===== src/rtl/tlbchk_pkg.sv =====
package tlbchk_pkg;

  localparam int ENT_W = 64;
  localparam int PS_W  = 5;
  localparam int PAGE_LSB = 12;

  // field positions inside one entry half
  localparam int F_VALID = 0;
  localparam int F_DIRTY = 1;
  localparam int F_PLV_LO = 2;
  localparam int F_NOREAD = 61;
  localparam int F_NOEXEC = 62;
  localparam int F_RESTR = 63;
  localparam int F32_FRAME_LO = 8;
  localparam int F32_FRAME_HI = 31;
  localparam int F32_FRAME_W = F32_FRAME_HI - F32_FRAME_LO + 1;

  typedef enum logic [2:0] {
    RES_OK        = 3'd0,
    RES_INVALID   = 3'd1,
    RES_EXEC_INH  = 3'd2,
    RES_READ_INH  = 3'd3,
    RES_PRIV      = 3'd4,
    RES_DIRTY     = 3'd5
  } res_e;

  typedef enum logic [1:0] {
    ACC_FETCH = 2'd0,
    ACC_LOAD  = 2'd1,
    ACC_STORE = 2'd2,
    ACC_SPARE = 2'd3
  } acc_e;

  typedef struct packed {
    logic       valid;
    logic       dirty;
    logic [1:0] plv;
    logic       noexec;
    logic       noread;
    logic       restr;
  } half_flags_t;

endpackage


===== src/rtl/tlbchk_half_sel.sv =====
module tlbchk_half_sel
  import tlbchk_pkg::*;
#(
  parameter int VA_W = 48,
  parameter int PA_W = 48
) (
  input  logic [ENT_W-1:0] entry_even,
  input  logic [ENT_W-1:0] entry_odd,
  input  logic [VA_W-1:0]  va,
  input  logic [PS_W-1:0]  ps,
  input  logic             mode64,
  output half_flags_t      flags,
  output logic [PA_W-1:0]  frame_base
);

  localparam int NARROW_W = F32_FRAME_W + PAGE_LSB;

  logic             odd_sel;
  logic [ENT_W-1:0] sel;
  logic [PA_W-1:0]  base_wide;
  logic [NARROW_W-1:0] base_narrow;

  // the address bit at the page-size position picks the half
  assign odd_sel = va[ps];
  assign sel     = odd_sel ? entry_odd : entry_even;

  always_comb begin
    flags.valid = sel[F_VALID];
    flags.dirty = sel[F_DIRTY];
    flags.plv   = sel[F_PLV_LO +: 2];
    // narrow layout has no room for these: force them off
    flags.noexec = mode64 & sel[F_NOEXEC];
    flags.noread = mode64 & sel[F_NOREAD];
    flags.restr  = mode64 & sel[F_RESTR];
  end

  assign base_wide   = {sel[PA_W-1:PAGE_LSB], {PAGE_LSB{1'b0}}};
  assign base_narrow = {sel[F32_FRAME_HI:F32_FRAME_LO], {PAGE_LSB{1'b0}}};

  generate
    if (PA_W >= NARROW_W) begin : g_pad
      assign frame_base = mode64 ? base_wide
                                 : {{(PA_W-NARROW_W){1'b0}}, base_narrow};
    end else begin : g_trunc
      assign frame_base = mode64 ? base_wide : base_narrow[PA_W-1:0];
    end
  endgenerate

  logic unused_fields;
  assign unused_fields = ^{sel, va};

endmodule


===== src/rtl/tlbchk_fault.sv =====
module tlbchk_fault
  import tlbchk_pkg::*;
(
  input  half_flags_t flags,
  input  acc_e        access,
  input  logic [1:0]  cur_plv,
  output res_e        code
);

  logic priv_bad;

  always_comb begin
    if (flags.restr) priv_bad = (cur_plv != flags.plv);
    else             priv_bad = (cur_plv > flags.plv);
  end

  // fixed ranking: earlier tests win
  always_comb begin
    if (!flags.valid)                              code = RES_INVALID;
    else if (access == ACC_FETCH && flags.noexec)  code = RES_EXEC_INH;
    else if (access == ACC_LOAD && flags.noread)   code = RES_READ_INH;
    else if (priv_bad)                             code = RES_PRIV;
    else if (access == ACC_STORE && !flags.dirty)  code = RES_DIRTY;
    else                                           code = RES_OK;
  end

endmodule


===== src/rtl/tlbchk_pa_form.sv =====
module tlbchk_pa_form
  import tlbchk_pkg::*;
#(
  parameter int VA_W = 48,
  parameter int PA_W = 48
) (
  input  logic [PA_W-1:0] frame_base,
  input  logic [VA_W-1:0] va,
  input  logic [PS_W-1:0] ps,
  output logic [PA_W-1:0] pa
);

  // per-bit merge: offset bits from the address, the rest from the frame
  generate
    for (genvar i = 0; i < PA_W; i++) begin : g_bit
      if (i < PAGE_LSB && i < VA_W) begin : g_low
        assign pa[i] = va[i];
      end else if (i < VA_W) begin : g_mid
        assign pa[i] = (int'(ps) > i) ? va[i] : frame_base[i];
      end else begin : g_high
        assign pa[i] = frame_base[i];
      end
    end
  endgenerate

  logic unused_in;
  assign unused_in = ^{frame_base, va};

endmodule


===== src/rtl/tlbchk_top.sv =====
module tlbchk_top
  import tlbchk_pkg::*;
#(
  parameter int VA_W = 48,
  parameter int PA_W = 48
) (
  input  logic             clk,
  input  logic             rst,
  input  logic             in_valid,
  output logic             in_ready,
  input  logic [63:0]      in_entry_even,
  input  logic [63:0]      in_entry_odd,
  input  logic [VA_W-1:0]  in_va,
  input  logic [1:0]       in_access,
  input  logic [1:0]       in_plv,
  input  logic [4:0]       in_ps,
  input  logic             in_mode64,
  output logic             out_valid,
  input  logic             out_ready,
  output logic [2:0]       out_code,
  output logic [PA_W-1:0]  out_pa,
  output logic             out_perm_r,
  output logic             out_perm_w,
  output logic             out_perm_x
);

  half_flags_t     flags;
  logic [PA_W-1:0] frame_base;
  logic [PA_W-1:0] pa_raw;
  res_e            code_c;
  logic            ok_c;
  logic            take;

  tlbchk_half_sel #(.VA_W(VA_W), .PA_W(PA_W)) u_sel (
    .entry_even (in_entry_even),
    .entry_odd  (in_entry_odd),
    .va         (in_va),
    .ps         (in_ps),
    .mode64     (in_mode64),
    .flags      (flags),
    .frame_base (frame_base)
  );

  tlbchk_fault u_fault (
    .flags   (flags),
    .access  (acc_e'(in_access)),
    .cur_plv (in_plv),
    .code    (code_c)
  );

  tlbchk_pa_form #(.VA_W(VA_W), .PA_W(PA_W)) u_pa (
    .frame_base (frame_base),
    .va         (in_va),
    .ps         (in_ps),
    .pa         (pa_raw)
  );

  assign ok_c     = (code_c == RES_OK);
  assign in_ready = !out_valid || out_ready;
  assign take     = in_valid && in_ready;

  always_ff @(posedge clk) begin
    if (rst) begin
      out_valid  <= 1'b0;
      out_code   <= RES_OK;
      out_pa     <= '0;
      out_perm_r <= 1'b0;
      out_perm_w <= 1'b0;
      out_perm_x <= 1'b0;
    end else if (take) begin
      out_valid  <= 1'b1;
      out_code   <= code_c;
      out_pa     <= ok_c ? pa_raw : '0;
      out_perm_r <= ok_c;
      out_perm_w <= ok_c && flags.dirty;
      out_perm_x <= ok_c && !flags.noexec;
    end else if (out_ready) begin
      out_valid  <= 1'b0;
    end
  end

endmodule


===== config.mk =====
export PLATFORM = sky130hd
export DESIGN_NAME = tlbchk_top
export DESIGN_NICKNAME = d
export VERILOG_FILES = /design/src/rtl/tlbchk_pkg.sv /design/src/rtl/tlbchk_half_sel.sv /design/src/rtl/tlbchk_fault.sv /design/src/rtl/tlbchk_pa_form.sv /design/src/rtl/tlbchk_top.sv
export SDC_FILE = /design/constraint.sdc
export NUM_CORES = 1
export LEC_CHECK = 0
export ABC_AREA = 1
export BUFFER_PORTS_ARGS = -buffer_cell sky130_fd_sc_hd__buf_2
export CAP_MARGIN = 20
export CORE_UTILIZATION = 30
export CTS_CLUSTER_SIZE = 20
export DETAILED_ROUTE_END_ITERATION = 8
export MAX_ROUTING_LAYER = met4
export PLACE_DENSITY = 0.7
export REMOVE_ABC_BUFFERS = 1
export SLEW_MARGIN = 20
export SYNTH_ARGS = -nofsm -noshare
export SYNTH_HDL_FRONTEND = slang
export SYNTH_SLANG_ARGS = --single-unit

===== constraint.sdc =====
create_clock -name clk -period 4.6 [get_ports clk]
set_clock_uncertainty 0.15 [all_clocks]
set_input_delay 1.38 -clock clk [delete_from_list [all_inputs] [get_ports clk]]
set_output_delay 1.38 -clock clk [all_outputs]
set_load 0.05 [all_outputs]

==> results.txt <==
----------------------------------------------------
[Floorplan]
  Overall die width ... between 100 and 150 µm
  Die Outline Area ... approximately 13000 µm²
  Core Rows ... 40
  Die Y-Extent ... 115 µm
  Initial cell density of the core ... between 30% and 40%
  Ports ... between 200 and 250
  Floorplan core area ... 12300 µm²

[CTS]
  Number of hold buffers added after cts ... 0
  Number of buffers inserted to repair setup after CTS ... 0
  Source-to-sink clock delay at the later pin of the worst-skew pair ... 300 ps
  Gates resized, CTS repair ... 0
  Cell at the root of the clock tree ... clkbuf_16
  CTS tree ... built
  Worst-path clk slew ... ~70 ps
  Number of CTS-inserted buffers ... 5
  Number of buffers on the longest clock path ... 2
  TritonCTS sink count ... between 50 and 60
  Maximum level of the CTS H-tree ... 2

[Yosys]
  Cell taking the most area after synthesis ... dfxtp_1
  Synth async-reset ratio ... 0%
  Synth top area share ... between 20% and 30%
  Dominant synthesized flop cell ... dfxtp_1
  FF+latch count, synth ... 55
  Number of flops mapped to enable cells by yosys ... 0
  Count of different cell masters after synthesis ... 30
  Warning count from the yosys run ... 0
  Syn avg cell area ... approximately 6 µm²
  Number of cells produced by synthesis ... ~660
  Synth Cell Area ... ~3800 µm²
  Largest cells by area after synthesis ... dfxtp_1 (29%), nand2_1 (20%), a21oi_1 (10%)
  Portion of the post-synthesis area used by sequential elements ... 28.7%

[Worst hold path]
  Class of the worst hold path ... reg -> reg

[Layout]
  Fill cell instance count of the final layout ... 1400
  Fin nets ... 1022
  Signed area change from the synthesized netlist to the final layout ... 32.8%
  Final design utilization ... approximately two fifths
  Fraction of layout instances using a drive strength above 1 ... 28.0%

[Power]
  Maximum VDD drop ... 0.152 mV
  Power per standard cell area ... about 290 nW/µm²
  Total chip power ... between 1000 and 1500 µW
  Leakage ... between 0.002 and 0.003 µW

[Global routing]
  Initial antenna violation count ... 2
  Pin count of the biggest net entering global routing ... 54
  Global-route total usage across every layer ... 21.0%
  Global-route wire length before repair ... around 21000 µm
  GRT Residual Overflow ... 0
  Via count of the first global-routing pass ... 4183

[Route]
  Initial DRC count ... roughly 260
  Overall routed net length ... 13300 µm
  Routed wire per std cell ... ~13 µm
  Total iterations of the first detailed-routing run ... 4
  Via count ... about 4600
  Post-detailed-route DRC marker count ... 0
  Detailed-route vias per instance ... about 4.6
  Number of routed nets with antenna violations ... 0

[Placement]
  HPWL reported at the end of detailed placement ... 10000 µm
  Routability congestion estimate from global placement ... 0.899
  DP Worst Slack ... between 200 and 250 ps
  Quantity of I/O buffers inserted on ports ... approximately 200

[Timing]
  Number of max-slew violations in the final report ... 0
  Transition time at the pin with the least slew margin ... ~580 ps
  Worst slack on hold paths ... roughly 310 ps
  Final setup vio count ... 0
  Setup_tns ... 0 ps
  Final Hold Violating Endpoints ... 0
  Worst path setup slack after routing ... approximately 520 ps
  Max-slew headroom at the worst pin ... a little over 60%
  Final critical delay including setup and external delays ... slightly above 4000 ps
  Max Clk Rate ... between 200 and 250 MHz
  Ratio of final minimum period to clock period ... 88.6%
  Unrepaired setup endpoints after global routing ... no

[Setup path]
  Type of destination of the critical path ... register
  Class of the most critical setup path ... in -> reg
  Element type at the critical path start ... input port
  WP data arrival ... between 4000 and 5000 ps
  Data required, critical path ... about 4700 ps
  Crit-path max FO ... 28

[Run status]
  Result of the run ... finished, final reports clean

[Flow run]
  Reported max-cap violation count ... 0

----------------------------------------------------
-- cell usage after synthesis, types with 2 or more instances --
library cell	number
a21oi_1	79
buf_1	2
buf_2	12
buf_4	9
buf_6	3
clkbuf_1	16
dfxtp_1	55
ha_1	2
inv_1	77
inv_2	2
mux2i_1	3
nand2_1	203
nand2_2	2
nand3_1	71
nand4_1	2
nor2_1	34
nor2_4	2
o211ai_1	8
o21ai_0	53
o21bai_1	5
or2_2	7
-- area by class of cell --
type | count | area (µm²) | area share (%)
Tap cell | 168 | 210 | 4.12
Sequential cell | 55 | 1100 | 21.6
Inverter | 80 | 300 | 5.89
Clock inverter | 1 | 8.76 | 0.172
Timing Repair Buffer | 209 | 1120 | 21.9
Multi-Input combinational cell | 479 | 2210 | 43.4
Clock buffer | 7 | 143 | 2.80
Antenna cell | 2 | 5.00 | 0.0982
-- cells by family (layout without fill, tap and decap cells) --
| family | after synthesis | in the layout | synth area share [%] |
|---|---|---|---|
| flops | 55 | 55 | 28.7 |
| mux | 3 | 3 | 0.782 |
| fa+ha+maj | 2 | 2 | 0.652 |
| buf+inv | 122 | 297 | 13.8 |
| simple gates | 326 | 326 | 35.7 |
| other cells | 0 | 2 | 0 |
| compound gates | 148 | 148 | 20.4 |
-- final timing paths --
path | startpoint | to | slack, ps | cells after the start
setup / recovery | in_ps[1] | out_pa[42]$_SDFFE_PP0P_ | 520 | 20
hold / removal | out_pa[31]$_SDFFE_PP0P_ | out_pa[31]$_SDFFE_PP0P_ | 310 | 2
setup reg to reg | out_valid$_SDFFE_PP0P_ | out_pa[42]$_SDFFE_PP0P_ | 2990 | 8
hold reg to reg | out_pa[31]$_SDFFE_PP0P_ | out_pa[31]$_SDFFE_PP0P_ | 310 | 2
-- power by group --
part | switching, µW | leakage, µW | internal (µW)
registers | 11.2 | 0.000447 | 501
logic | 363 | 0.00216 | 177
clock network | 192 | 0.0000741 | 219
-- placed cells by master, fill, tap and decap left out, types with 5 or more instances in the layout --
master     instances
o211ai_1           8
nand2_1          202
nand3_1           71
buf_4             11
o21bai_1           5
dfxtp_1           55
o21ai_0           53
nor2_1            34
buf_2            195
a21oi_1           79
clkbuf_16          5
inv_1             77
or2_2              7
-- state kept, by name, indices dropped and copies added (netlist names) --
register    count
out_perm_x      1
out_code        3
out_perm_r      1
out_perm_w      1
out_valid       1
out_pa         48
-- through the flow --
| step | std cells | cell area [µm²] |
|---|---|---|
| 3_5_place_dp | 991 | 4940 |
| 5_1_grt | 1001 | 5100 |
| 6_report | 1001 | 5100 |
| 4_1_cts | 999 | 5090 |
| 2_1_floorplan | 614 | 3610 |
| 3_3_place_gp | 991 | 4940 |
-- per-layer routing --
| metal | vias up | GRT usage [%] | share of wire [%] |
|---|---|---|---|
| met3 | 16 | 3.53 | 5.6 |
| met5 | - | - | 0 |
| met4 | 0 | 6.32 | 1.6 |
| met1 | 2015 | 27.1 | 47 |
| met2 | 130 | 33.6 | 46 |
| li1 | 2443 | - | - |
-- critical path, stage by stage --
cell      delay (ps)
buf_2            170
nand2_1          100
clkinv_1         190
nand2_1          110
nand4_1          140
a21oi_1          190
nand2_2          120
nand2_4          180
mux2i_1          220
ha_1             270
a21oi_1          150
a21oi_1           60
nand2_1           80
nand2_1           50
nor2_1            80
nor2_1            80
nor2_4           150
buf_12           190
nand3_1           90
a21oi_1          130
No activity file was read; power rests on OpenSTA's default activity.
